===== src/rtl/mbox_pkg.sv =====
package mbox_pkg;
  localparam int NCH       = 4;
  localparam int TX_BASE   = 0;
  localparam int RX_BASE   = 4;
  localparam int STAT_ADDR = 8;
  localparam int CTRL_ADDR = 9;
  // top bit of each per-channel field; channel n sits at (top - n)
  localparam int PEND_TOP  = 31;
  localparam int FULL_TOP  = 27;
  localparam int EMPTY_TOP = 23;
  localparam int BELL_TOP  = 19;
  localparam int NMI_BIT   = 3;
  localparam int UFLAG_W   = 3;
endpackage


===== src/rtl/mbox_channel.sv =====
module mbox_channel #(
  parameter int DATA_W = 32
) (
  input  logic              clk,
  input  logic              rst_n,
  input  logic              wr_en,
  input  logic [DATA_W-1:0] wr_data,
  input  logic              rd_en,
  output logic              full,
  output logic [DATA_W-1:0] data
);
  always_ff @(posedge clk) begin
    if (!rst_n) begin
      full <= 1'b0;
      data <= '0;
    end else if (wr_en && !full) begin
      data <= wr_data;
      full <= 1'b1;
    end else if (rd_en) begin
      full <= 1'b0;
    end
  end
endmodule


===== src/rtl/mbox_ctrl_reg.sv =====
module mbox_ctrl_reg
  import mbox_pkg::*;
#(
  parameter int DATA_W = 32
) (
  input  logic              clk,
  input  logic              rst_n,
  input  logic              wr_en,
  input  logic [DATA_W-1:0] wr_data,
  input  logic [NCH-1:0]    bell_clr,
  output logic [NCH-1:0]    pend_en,
  output logic [NCH-1:0]    full_en,
  output logic [NCH-1:0]    empty_en,
  output logic [NCH-1:0]    bell,
  output logic [DATA_W-1:0] word
);
  logic               nmi_q;
  logic [UFLAG_W-1:0] uflag_q;

  always_ff @(posedge clk) begin
    if (!rst_n) begin
      pend_en  <= '0;
      full_en  <= '0;
      empty_en <= '0;
      bell     <= '0;
      nmi_q    <= 1'b0;
      uflag_q  <= '0;
    end else if (wr_en) begin
      for (int n = 0; n < NCH; n++) begin
        pend_en[n]  <= wr_data[PEND_TOP - n];
        full_en[n]  <= wr_data[FULL_TOP - n];
        empty_en[n] <= wr_data[EMPTY_TOP - n];
        bell[n]     <= wr_data[BELL_TOP - n];
      end
      nmi_q   <= wr_data[NMI_BIT];
      uflag_q <= wr_data[UFLAG_W-1:0];
    end else begin
      bell <= bell & ~bell_clr;
    end
  end

  always_comb begin
    word = '0;
    for (int n = 0; n < NCH; n++) begin
      word[PEND_TOP - n]  = pend_en[n];
      word[FULL_TOP - n]  = full_en[n];
      word[EMPTY_TOP - n] = empty_en[n];
      word[BELL_TOP - n]  = bell[n];
    end
    word[NMI_BIT]       = nmi_q;
    word[UFLAG_W-1:0]   = uflag_q;
  end
endmodule


===== src/rtl/mbox_side.sv =====
module mbox_side
  import mbox_pkg::*;
#(
  parameter int DATA_W = 32,
  parameter int ADDR_W = 4
) (
  input  logic              clk,
  input  logic              rst_n,
  input  logic              req,
  input  logic              we,
  input  logic [ADDR_W-1:0] addr,
  input  logic [DATA_W-1:0] wdata,
  output logic [DATA_W-1:0] rdata,
  output logic              rvalid,
  output logic              irq,
  output logic [NCH-1:0]    tx_wr,
  input  logic [NCH-1:0]    tx_full,
  output logic [NCH-1:0]    rx_rd,
  input  logic [NCH-1:0]    rx_full,
  input  logic [DATA_W-1:0] rx_data [NCH],
  input  logic [NCH-1:0]    peer_bell,
  output logic [NCH-1:0]    pend_clr,
  input  logic [NCH-1:0]    own_bell_clr,
  output logic [NCH-1:0]    own_bell
);
  localparam logic [ADDR_W-1:0] A_STAT = ADDR_W'(STAT_ADDR);
  localparam logic [ADDR_W-1:0] A_CTRL = ADDR_W'(CTRL_ADDR);

  logic              wr_cyc, rd_cyc, ctrl_wr;
  logic [NCH-1:0]    pend_en, full_en, empty_en, empty;
  logic [DATA_W-1:0] ctrl_word, stat_word, rd_mux;

  assign wr_cyc  = req && we;
  assign rd_cyc  = req && !we;
  assign ctrl_wr = wr_cyc && (addr == A_CTRL);
  assign empty   = ~tx_full;

  for (genvar n = 0; n < NCH; n++) begin : g_dec
    assign tx_wr[n]    = wr_cyc && (addr == ADDR_W'(TX_BASE + n));
    assign rx_rd[n]    = rd_cyc && (addr == ADDR_W'(RX_BASE + n));
    assign pend_clr[n] = wr_cyc && (addr == A_STAT) && wdata[PEND_TOP - n];
  end

  mbox_ctrl_reg #(.DATA_W(DATA_W)) u_ctrl (
    .clk      (clk),
    .rst_n    (rst_n),
    .wr_en    (ctrl_wr),
    .wr_data  (wdata),
    .bell_clr (own_bell_clr),
    .pend_en  (pend_en),
    .full_en  (full_en),
    .empty_en (empty_en),
    .bell     (own_bell),
    .word     (ctrl_word)
  );

  always_comb begin
    stat_word = '0;
    for (int n = 0; n < NCH; n++) begin
      stat_word[PEND_TOP - n]  = peer_bell[n];
      stat_word[FULL_TOP - n]  = rx_full[n];
      stat_word[EMPTY_TOP - n] = empty[n];
    end
  end

  always_comb begin
    rd_mux = '0;
    if (addr == A_STAT) rd_mux = stat_word;
    else if (addr == A_CTRL) rd_mux = ctrl_word;
    else begin
      for (int n = 0; n < NCH; n++)
        if (addr == ADDR_W'(RX_BASE + n)) rd_mux = rx_data[n];
    end
  end

  always_ff @(posedge clk) begin
    if (!rst_n) begin
      rvalid <= 1'b0;
      rdata  <= '0;
    end else begin
      rvalid <= rd_cyc;
      if (rd_cyc) rdata <= rd_mux;
    end
  end

  assign irq = |(pend_en & peer_bell) | |(full_en & rx_full) | |(empty_en & empty);
endmodule


===== src/rtl/mbox_unit.sv =====
module mbox_unit
  import mbox_pkg::*;
#(
  parameter int DATA_W = 32,
  parameter int ADDR_W = 4
) (
  input  logic              clk,
  input  logic              rst_n,
  input  logic              a_req,
  input  logic              a_we,
  input  logic [ADDR_W-1:0] a_addr,
  input  logic [DATA_W-1:0] a_wdata,
  output logic [DATA_W-1:0] a_rdata,
  output logic              a_rvalid,
  output logic              a_irq,
  input  logic              b_req,
  input  logic              b_we,
  input  logic [ADDR_W-1:0] b_addr,
  input  logic [DATA_W-1:0] b_wdata,
  output logic [DATA_W-1:0] b_rdata,
  output logic              b_rvalid,
  output logic              b_irq
);
  logic [NCH-1:0]    a_tx_wr, a_rx_rd, b_tx_wr, b_rx_rd;
  logic [NCH-1:0]    a2b_full, b2a_full;
  logic [DATA_W-1:0] a2b_data [NCH];
  logic [DATA_W-1:0] b2a_data [NCH];
  logic [NCH-1:0]    a_bell, b_bell, a_pend_clr, b_pend_clr;

  for (genvar n = 0; n < NCH; n++) begin : g_ch
    mbox_channel #(.DATA_W(DATA_W)) u_a2b (
      .clk(clk), .rst_n(rst_n),
      .wr_en(a_tx_wr[n]), .wr_data(a_wdata), .rd_en(b_rx_rd[n]),
      .full(a2b_full[n]), .data(a2b_data[n])
    );
    mbox_channel #(.DATA_W(DATA_W)) u_b2a (
      .clk(clk), .rst_n(rst_n),
      .wr_en(b_tx_wr[n]), .wr_data(b_wdata), .rd_en(a_rx_rd[n]),
      .full(b2a_full[n]), .data(b2a_data[n])
    );
  end

  mbox_side #(.DATA_W(DATA_W), .ADDR_W(ADDR_W)) u_side_a (
    .clk(clk), .rst_n(rst_n),
    .req(a_req), .we(a_we), .addr(a_addr), .wdata(a_wdata),
    .rdata(a_rdata), .rvalid(a_rvalid), .irq(a_irq),
    .tx_wr(a_tx_wr), .tx_full(a2b_full),
    .rx_rd(a_rx_rd), .rx_full(b2a_full), .rx_data(b2a_data),
    .peer_bell(b_bell), .pend_clr(a_pend_clr),
    .own_bell_clr(b_pend_clr), .own_bell(a_bell)
  );

  mbox_side #(.DATA_W(DATA_W), .ADDR_W(ADDR_W)) u_side_b (
    .clk(clk), .rst_n(rst_n),
    .req(b_req), .we(b_we), .addr(b_addr), .wdata(b_wdata),
    .rdata(b_rdata), .rvalid(b_rvalid), .irq(b_irq),
    .tx_wr(b_tx_wr), .tx_full(b2a_full),
    .rx_rd(b_rx_rd), .rx_full(a2b_full), .rx_data(a2b_data),
    .peer_bell(a_bell), .pend_clr(b_pend_clr),
    .own_bell_clr(a_pend_clr), .own_bell(b_bell)
  );
endmodule


===== config.mk =====
export PLATFORM = sky130hd
export DESIGN_NAME = mbox_unit
export DESIGN_NICKNAME = d
export VERILOG_FILES = /design/src/rtl/mbox_pkg.sv /design/src/rtl/mbox_channel.sv /design/src/rtl/mbox_ctrl_reg.sv /design/src/rtl/mbox_side.sv /design/src/rtl/mbox_unit.sv
export SDC_FILE = /design/constraint.sdc
export NUM_CORES = 1
export LEC_CHECK = 0
export BUFFER_PORTS_ARGS = -buffer_cell sky130_fd_sc_hd__buf_4
export CAP_MARGIN = 0
export CORE_MARGIN = 4
export CORE_UTILIZATION = 65
export CTS_CLUSTER_DIAMETER = 60
export CTS_CLUSTER_SIZE = 10
export DETAILED_ROUTE_END_ITERATION = 8
export GPL_TIMING_DRIVEN = 0
export PLACE_DENSITY_LB_ADDON = 0.25
export SYNTH_ARGS = -nofsm -noshare
export SYNTH_HDL_FRONTEND = slang
export SYNTH_HIERARCHICAL = 1
export SYNTH_SLANG_ARGS = --single-unit

===== constraint.sdc =====
create_clock -name clk -period 3 [get_ports clk]
set_input_delay 0.15 -clock clk [delete_from_list [all_inputs] [get_ports clk]]
set_output_delay 0.15 -clock clk [all_outputs]
set_load 0.005 [all_outputs]

# [Word level (Yosys, flattened, before mapping)]
# Index checks and enable logic that the tools add are counted.
[word_totals] ff_bits=370 latchBits=0 ramBits=0 rom_bits=0 in_bits=78 output_inout_bits=68 word_cells=162 mem_count=0
[classes] n_addsub=0 mul=0 div_mod_pow=0 magnitude_cmp=0 eq_ne=18 shift=0 mux=30 bitwise_logic=16 reduce_logical=66
[ops] op="two-way mux 32 bit" count=12
[ops] op="logical AND 1 bit" count=40
[ops] op="bitwise AND 4 bit" count=8
[ops] op="equality test 4 x 3 -> 1 bit, second input constant" count=8
[ops] op="OR reduction 4 bit" count=6
[ops] op="equality test 4 x 2 -> 1 bit, second input constant" count=4
[ops] op="equality test 4 bit, second input constant" count=4
[ops] op="two-way mux 1 bit" count=16
[ops] op="inverter 4 bit" count=4
[ops] op="nonzero test 2 bit" count=8
[ops] op="logical NOT 1 bit" count=10
[ops] op="equality test 4 x 1 -> 1 bit, second input constant" count=2
[ops] op="logical NOT 4 bit" count=2
[ops] op="two-way mux 4 bit" count=2
[ops] op="OR 1 bit" count=4

# [Logic depth before layout (Yosys ltp)]
# Gate-level depths: netlist of the first run.
[depth] word_depth=7 depth_mapped=8 mapped_depth_nobuf=5

# [By module]
# The synthesis of the first run kept the hierarchy.
[modules_own_cells] module="mbox_channel" n_inst=8 cells_each=143 area_per_inst_um2=1351.3 seq_area_each_um2=660.6
[modules_own_cells] module="mbox_side" n_inst=2 cells_each=327 area_per_inst_um2=2802.7 seq_area_each_um2=660.6
[modules_own_cells] module="mbox_ctrl_reg" n_inst=2 cells_each=94 area_per_inst_um2=994.7 seq_area_each_um2=400.4

# [Worst setup path after synthesis of the first run]
# OpenSTA, ideal clock, no wires.
[synth_timing] path_type="input -> register" startpoint="input port b_addr[1]" endpoint="register u_side_a.u_ctrl.bell[0]" setup_ns=0.116 t_arrival_ns=1.331 required_time_ns=2.884 path_slack_ns=1.553 cell_stages=6 n_path_buf=2 path_cell_list="buf_4 -> buf_4 -> nor4_2 -> and2_1 -> and4bb_2 -> a31o_2"
[synth_via] elab_chain_len=6
[synth_lines] element="from (decl)" line="mbox_unit.sv:18" text="input logic [ADDR_W-1:0] b_addr,"
[synth_lines] element="equality test 4 bit" line="mbox_side.sv:41" text="assign pend_clr[n] = wr_cyc && (addr == A_STAT) && wdata[PEND_TOP - n];"
[synth_lines] element="logical AND 1 bit (2 in a row)" line="mbox_side.sv:41"
[synth_lines] element="named net b_pend_clr[0]" line="mbox_unit.sv:28" text="logic [NCH-1:0] a_bell, b_bell, a_pend_clr, b_pend_clr;"
[synth_lines] element="inverter 4 bit" line="mbox_ctrl_reg.sv:38" text="bell <= bell & ~bell_clr;"
[synth_lines] element="bitwise AND 4 bit" line="mbox_ctrl_reg.sv:38"
[synth_lines] element="two-way mux 4 bit" line="mbox_ctrl_reg.sv:28" text="end else if (wr_en) begin"
[synth_lines] element="to (signal, indexed assignment)" line="mbox_ctrl_reg.sv:33" text="bell[n] <= wr_data[BELL_TOP - n];"
[synth_lines] element="to (signal assigned)" line="mbox_ctrl_reg.sv:38"
[synth_lines] element="to (decl)" line="mbox_ctrl_reg.sv:14" text="output logic [NCH-1:0] bell,"
# The timed path passes the listed nets, and every way through them passes these cells.
# A chain may end at the register's enable or synchronous reset.

# [Worst setup path in the final report of the first run]
[layout_timing] startpoint="register g_ch[1].u_b2a.full" endpoint="output port b_irq"
[layout_via] elab_chain_len=4
[layout_lines] element="from (decl)" line="mbox_channel.sv:9" text="output logic full,"
[layout_lines] element="from (signal assigned)" line="mbox_channel.sv:14" text="full <= 1'b0;"
[layout_lines] element="from (signal assigned)" line="mbox_channel.sv:18" text="full <= 1'b1;"
[layout_lines] element="from (signal assigned)" line="mbox_channel.sv:20" text="full <= 1'b0;"
[layout_lines] element="inverter 4 bit" line="mbox_side.sv:36" text="assign empty = ~tx_full;"
[layout_lines] element="bitwise AND 4 bit" line="mbox_side.sv:86" text="assign irq = |(pend_en & peer_bell) | |(full_en & rx_full) | |(empty_en & empty);"
[layout_lines] element="OR reduction 4 bit" line="mbox_side.sv:86"
[layout_lines] element="OR 1 bit" line="mbox_side.sv:86"
[layout_lines] element="to (decl)" line="mbox_unit.sv:22" text="output logic b_irq"
# No other way between the ends.

==> results of run 1 <==
through the flow:
step           hold slack (ps)  total power, uW  instances  instance area [sq um]
6_report                   116            10600       2644                  21800
5_1_grt                    123            10800       2644                  21800
4_1_cts                   98.1            10500       2644                  21800
3_5_place_dp               441             6020       2531                  20000
3_3_place_gp               434             5990       2531                  20000
2_1_floorplan              288             5630       2008                  18500
power by group through the flow:
stage          combinational, uW  clock, uW  sequential, uW
2_1_floorplan                528          0            5100
3_3_place_gp                 886          0            5110
3_5_place_dp                 907          0            5110
4_1_cts                      982       4560            5000
5_1_grt                     1070       4760            5010
6_report                    1010       4540            5010
path summary, 6_finish.rpt:
check	from	to	slack, ps	cells past startpoint
max	g_ch[1].u_b2a/full$_SDFFE_PN0P_	b_irq	1030	4
min	rst_n	u_side_a/rdata[20]$_SDFFE_PN0P_	120	3
max reg2reg	g_ch[0].u_a2b/data[22]$_SDFFE_PN0P_	u_side_b/rdata[22]$_SDFFE_PN0P_	1700	3
min reg2reg	g_ch[0].u_b2a/data[9]$_SDFFE_PN0P_	g_ch[0].u_b2a/data[9]$_SDFFE_PN0P_	460	2
registers in the layout, indices dropped and copies added, names as in the netlist, 3 cells and up:
name,cells
g_ch.u_a2b/data,128
g_ch.u_b2a/data,128
u_side_a/rdata,32
u_side_b/rdata,32
g_ch.u_a2b/full,4
g_ch.u_b2a/full,4
u_side_a/u_ctrl/bell,4
u_side_a/u_ctrl/empty_en,4
u_side_a/u_ctrl/full_en,4
u_side_a/u_ctrl/pend_en,4
u_side_b/u_ctrl/bell,4
u_side_b/u_ctrl/empty_en,4
u_side_b/u_ctrl/full_en,4
u_side_b/u_ctrl/pend_en,4
u_side_a/u_ctrl/uflag_q,3
u_side_b/u_ctrl/uflag_q,3
layer usage:
layer | routed length, um | up-vias | global-route usage | part of all wire
li1 | - | 7224 | - | -
met1 | 21400 | 7585 | 0.425 | 0.39
met2 | 26300 | 790 | 0.593 | 0.48
met3 | 4720 | 168 | 0.0535 | 0.087
met4 | 1910 | 0 | 0.126 | 0.035
met5 | 0 | - | 0 | 0
critical path, delay by kind of cell (launching register included):
family / cells / cell delay, ps
and+or+nand+nor: 1 / 160
AOI/OAI and AO/OA: 2 / 390
DFF: 1 / 580
buffers and inverters: 1 / 160
layout make-up:
class | instances | area [sq um]
multi-input cells | 1420 | 9360
flip-flops and latches | 370 | 7410
fillers | 1829 | 6030
repair buffers | 209 | 1730
plain buffers | 208 | 1690
clock buffers | 46 | 1110
well taps | 378 | 473
inverters | 10 | 37.5
clock inverters | 3 | 33.8
kinds of logic after synthesis:
logic type | Yosys count | share of synthesized area
multiplexers | 432 | 0.243
other | 2 | 0.000408
buffers and inverters | 218 | 0.0937
flip-flops | 370 | 0.402
AO/OA/AOI/OAI | 268 | 0.0956
AND/OR/NAND/NOR | 696 | 0.165
synth_stat cells, types with 6 or more instances:
master,count,area [sq um]
nand2_1,542,2030
dfxtp_1,370,7410
mux2i_1,338,3380
a21oi_1,106,531
buf_4,80,601
mux2_2,76,856
buf_2,62,310
and2_1,48,300
o21ai_1,48,240
a2bb2oi_1,40,350
nor2b_1,38,238
buf_12,24,480
nor2_1,22,82.6
o21ai_0,22,110
clkbuf_1,20,75.1
buf_6,18,203
a222oi_1,16,160
inv_1,10,37.5
mux2_1,10,113
nor2b_2,10,87.6
a31o_2,8,70.1
mux2_4,8,120
nand2b_1,8,50.1
o211a_1,8,80.1
o221a_1,8,90.1
a221oi_1,6,52.6
and4bb_2,6,75.1
nor3_1,6,30.0
timing repair:
item / in CTS / in global routing
gates resized for setup: 0 / 0
endpoints found under the hold margin: 296 / 0
setup buffers: 0 / 0
setup endpoints to repair: 0 / 0
hold buffers: 64 / 0
==> metrics, run 1 <==
Gate power share=0.096; IO Pins=146; final worst slack=1030 ps; Avg Inst Size Synth=9.27 sq um; share of cells above drive strength 1=0.219; Root Buffer=clkbuf_16; RSZ-0062 raised after global routing=no; die height=176 um; CTS tree=yes; critical path class=register to output port; max incr delay on CP=580 ps; DRT iter0 DRCs=1,642; element type at the critical path end=output port; routed len/inst=20.6 um; Synth cell types=42; Power Density=484 nW/um^2; worst path arrival time=1820 ps; peak supply drop=0.430 mV; slowest CP cell=dfxtp_1; yosys warns=6; Die W=176 um; FP Rows=61; # DRC=0; maximum root-to-sink buffer count=3; Reg power frac=0.474; Async SR Flop Fraction=0; Sw Pwr=2580 uW; gpl congestion=0.927; ys flop type=dfxtp_1; most frequent cells in the layout=nand2_1, dfxtp_1, mux2i_1; Clock Pin Slew Worst Setup and Hold Paths=50 ps; status=finished, final reports clean; CTS Sinks=370; Clk pwr share=0.430; number of buffers created by CTS=43; slew margin rel.=0.425; PortBufs=145; Final Max Tran Viols=0; cell-internal power=7980 uW; via density per instance=5.96; H-tree level count=2; aggregate global routing overflow=0; Sw Ratio=0.244; Area growth syn-to-layout=18.6%; vias in the first global route=16.0k; Tot GR Track Use=0.340; ANT cells=0; Crit Path Max Fanout=7; setup TNS=0 ps; final net count=2,340; Final Skew=11.9 ps; Tcrit/Tclk final=0.658; worst slack, placed=1070 ps; final hold viol count=0; CP Data Required Time=2850 ps; Core ar.=27,900 sq um; DP HPWL=38,100 um; initial antenna violation count=0; later-pin clock latency in the skew report=540 ps; sequential area share after synthesis=0.402; DRT Pass-1 Iters=8; largest net degree at the start of global routing=39; CP cell instances=o21ai_0 -> a221oi_1 -> nand3_1 -> buf_4; Period minus WS final=1970 ps; Setup crit start kind=register; routed via count=15.8k; static leakage power=0.00851 uW; Synth Register Bits=370; maxcap violations=0; global-route wire length before repair=85,300 um; Post-Synthesis Cell Area=18,400 sq um; Post-synth EDFFs=0; FMAX=507 MHz; Setup Viol. Count Final=0; Slew @ Worst Pin=857 ps; final core utilization=0.784; Post-Syn Instances=1,986; die area=31,100 sq um; Worst Hold Class=input port to register; Starting Density=0.661; final wirelength=54,400 um; most common cell after layout, fill and taps aside=nand2_1; Post-DRT Antenna Nets=0
No activity file was read; power rests on OpenSTA's default activity.
==> inputs of run 2 (changes only) <==
--- a/config.mk
+++ b/config.mk
@@ -8,7 +8,7 @@
 export BUFFER_PORTS_ARGS = -buffer_cell sky130_fd_sc_hd__buf_4
 export CAP_MARGIN = 0
 export CORE_MARGIN = 4
-export CORE_UTILIZATION = 65
+export CORE_UTILIZATION = 55
 export CTS_CLUSTER_DIAMETER = 60
 export CTS_CLUSTER_SIZE = 10
 export DETAILED_ROUTE_END_ITERATION = 8
==> constraint.sdc (replaced) <==
create_clock -name clk -period 1.6 [get_ports clk]
set_input_delay 0.08 -clock clk [delete_from_list [all_inputs] [get_ports clk]]
set_output_delay 0.08 -clock clk [all_outputs]
set_load 0.005 [all_outputs]
==> metrics, run 2 (synthesis gave the netlist of run 1 again) <==
aggregate global routing overflow=0 (unchanged); final net count=2,353 (+0.56%); Crit path depth=5 (+1); Period minus WS final=1680 ps; final wirelength=56,700 um (+4.2%); maximum root-to-sink buffer count=3 (unchanged); vias in the first global route=15.9k (-0.75%); static leakage power=0.00865 uW (+1.7%); routed via count=15.6k (-1.3%); buffer and inverter count on the worst path=2 (+1); initial antenna violation count=1 (+1); Crit Path Max Fanout=3 (-4); Core ar.=32,800 sq um (+18%); Final Max Tran Viols=0 (unchanged); final worst slack=-76.6 ps (-1100 ps); global-route wire length before repair=87,300 um (+2.4%); hold path depth=3 (unchanged); CTS Sinks=370 (unchanged); peak supply drop=0.675 mV (+57%); element type at the critical path end=output port; IO Pins=146 (unchanged); DRT iter0 DRCs=1,271 (-23%); gpl congestion=0.927 (about the same); die height=191 um (+8.3%); later-pin clock latency in the skew report=530 ps (about the same); routed len/inst=20.8 um (+1.2%); RSZ-0062 raised after global routing=yes; worst r2r dst=g_ch[2].u_b2a/data[11]$_SDFFE_PN0P_; critical path class=register to output port; max incr delay on CP=340 ps (-240 ps); Tot GR Track Use=0.302 (-0.0373); largest net degree at the start of global routing=39 (unchanged); Tcrit/Tclk final=1.05; H-tree level count=2 (unchanged); worst path arrival time=1600 ps (-220 ps); DP HPWL=39,900 um (+4.7%); Final Power=20,000 uW (+89%); most common cell after layout, fill and taps aside=nand2_1; die area=36,500 sq um (+17%); Slew @ Worst Pin=897 ps (+40.2 ps); flop2flop setup slack=320 ps (-1380 ps); setup TNS=-76.6 ps (-76.6 ps); Clock Pin Slew Worst Setup and Hold Paths=60 ps (about the same); status=finished, violations left; via density per instance=5.72 (-4.1%); worst reg2reg startpoint=g_ch[2].u_b2a/full$_SDFFE_PN0P_; number of buffers created by CTS=43 (unchanged); Setup crit start kind=register; Root Buffer=clkbuf_16; worst hold start=rst_n; failing checks=negative setup slack; slowest CP cell=dfxtp_1; maxcap violations=0 (unchanged); filler instances=2,662 (+46%); Hold Path Sink=u_side_b/rdata[22]$_SDFFE_PN0P_; CP Data Required Time=1520 ps (-1330 ps); final hold viol count=0 (unchanged); # DRC=0 (unchanged); CP cell instances=inv_1 -> o21ai_1 -> a221oi_1 -> nand3_1 -> buf_4; Post-DRT Antenna Nets=0 (unchanged); FP Rows=66 (+8.2%); worst slack, placed=-282 ps (-1350 ps); FMAX=596 MHz; slew margin rel.=0.397 (-0.0270); share of cells above drive strength 1=0.236 (+0.0171); DRT Pass-1 Iters=6 (-2); Final Skew=15.7 ps (+3.85 ps); Starting Density=0.561 (-0.0993); Die W=191 um (+8.3%); most frequent cells in the layout=nand2_1, dfxtp_1, mux2i_1; top flop regs=g_ch.u_a2b/data: 128 flops, g_ch.u_b2a/data: 128 flops; CTS tree=yes; Setup Viol. Count Final=1 (+1); Worst Reg-to-Reg Cells=5 (+2); PortBufs=145 (unchanged); Power Density=902 nW/um^2 (+87%); crit-path leading delay family=flip-flops; Worst Hold Class=input port to register; Area growth syn-to-layout=20.3%
[run 2: cell types whose count changed in the layout (fill, tap and decap cells not counted), sizes merged]
cell	change
clkbuf	+3
buf	+13
diode	+1
inv	-2
[run 2: tightest hold or removal path, stage by stage]
cell	delay, ps
buf_4	270
inv_1	150
a211oi_2	40
[run 2: power breakdown]
| part | switching (uW) | internal, uW |
|---|---|---|
| Combinational | 1130 | 790 |
| Sequential | 69.0 | 9300 |
| Clock | 3610 | 5070 |
| Total | 4810 | 15200 |
[run 2: cell type report]
type	count	area [sq um]	share of cell area
multi-input cells	1420	9400	0.425
flip-flops and latches	370	7450	0.337
repair buffers	222	1830	0.0825
plain buffers	208	1690	0.0762
clock buffers	49	1170	0.0529
well taps	442	553	0.0250
inverters	10	37.5	0.00170
clock inverters	1	5.00	0.000226
diodes	1	2.50	0.000113
[run 2: worst max-delay path by stage]
stage	startpoint	to
final	u_side_b/u_ctrl/empty_en[3]$_SDFFE_PN0P_	b_irq
after global routing	g_ch[0].u_a2b/full$_SDFFE_PN0P_	b_irq
after CTS	g_ch[0].u_b2a/full$_SDFFE_PN0P_	a_irq
after detailed placement	b_req	g_ch[0].u_b2a/data[1]$_SDFFE_PN0P_
after global placement	b_req	g_ch[0].u_b2a/data[2]$_SDFFE_PN0P_
after floorplan	b_addr[1]	u_side_a/u_ctrl/bell[0]$_SDFF_PN0_
[run 2: layer usage]
| metal | share of wire | track usage |
|---|---|---|
| met3 | 0.078 | 0.0431 |
| met4 | 0.036 | 0.103 |
| met5 | 0 | 0 |
| met1 | 0.40 | 0.382 |
| met2 | 0.48 | 0.531 |
[run 2: repair_timing]
| action | in CTS | in global routing |
|---|---|---|
| buffers inserted | 13 | 0 |
| hold buffers | 64 | 0 |
| endpoints found under the setup margin | 2 | 2 |
| gates resized for setup | 42 | 2 |
| endpoints found under the hold margin | 296 | 0 |
| pin swaps | 5 | 1 |
[run 2: per-stage QoR]
| step | cell area, sq um | util | hold slack (ps) | std cells |
|---|---|---|---|---|
| 6_report | 22100 | 0.675 | 59.3 | 2723 |
| 3_3_place_gp | 20100 | 0.614 | 367 | 2595 |
| 2_1_floorplan | 18500 | - | 218 | 2008 |
| 5_1_grt | 22100 | 0.675 | 81.7 | 2723 |
| 3_5_place_dp | 20100 | 0.614 | 370 | 2595 |
| 4_1_cts | 22100 | 0.675 | 43.6 | 2722 |
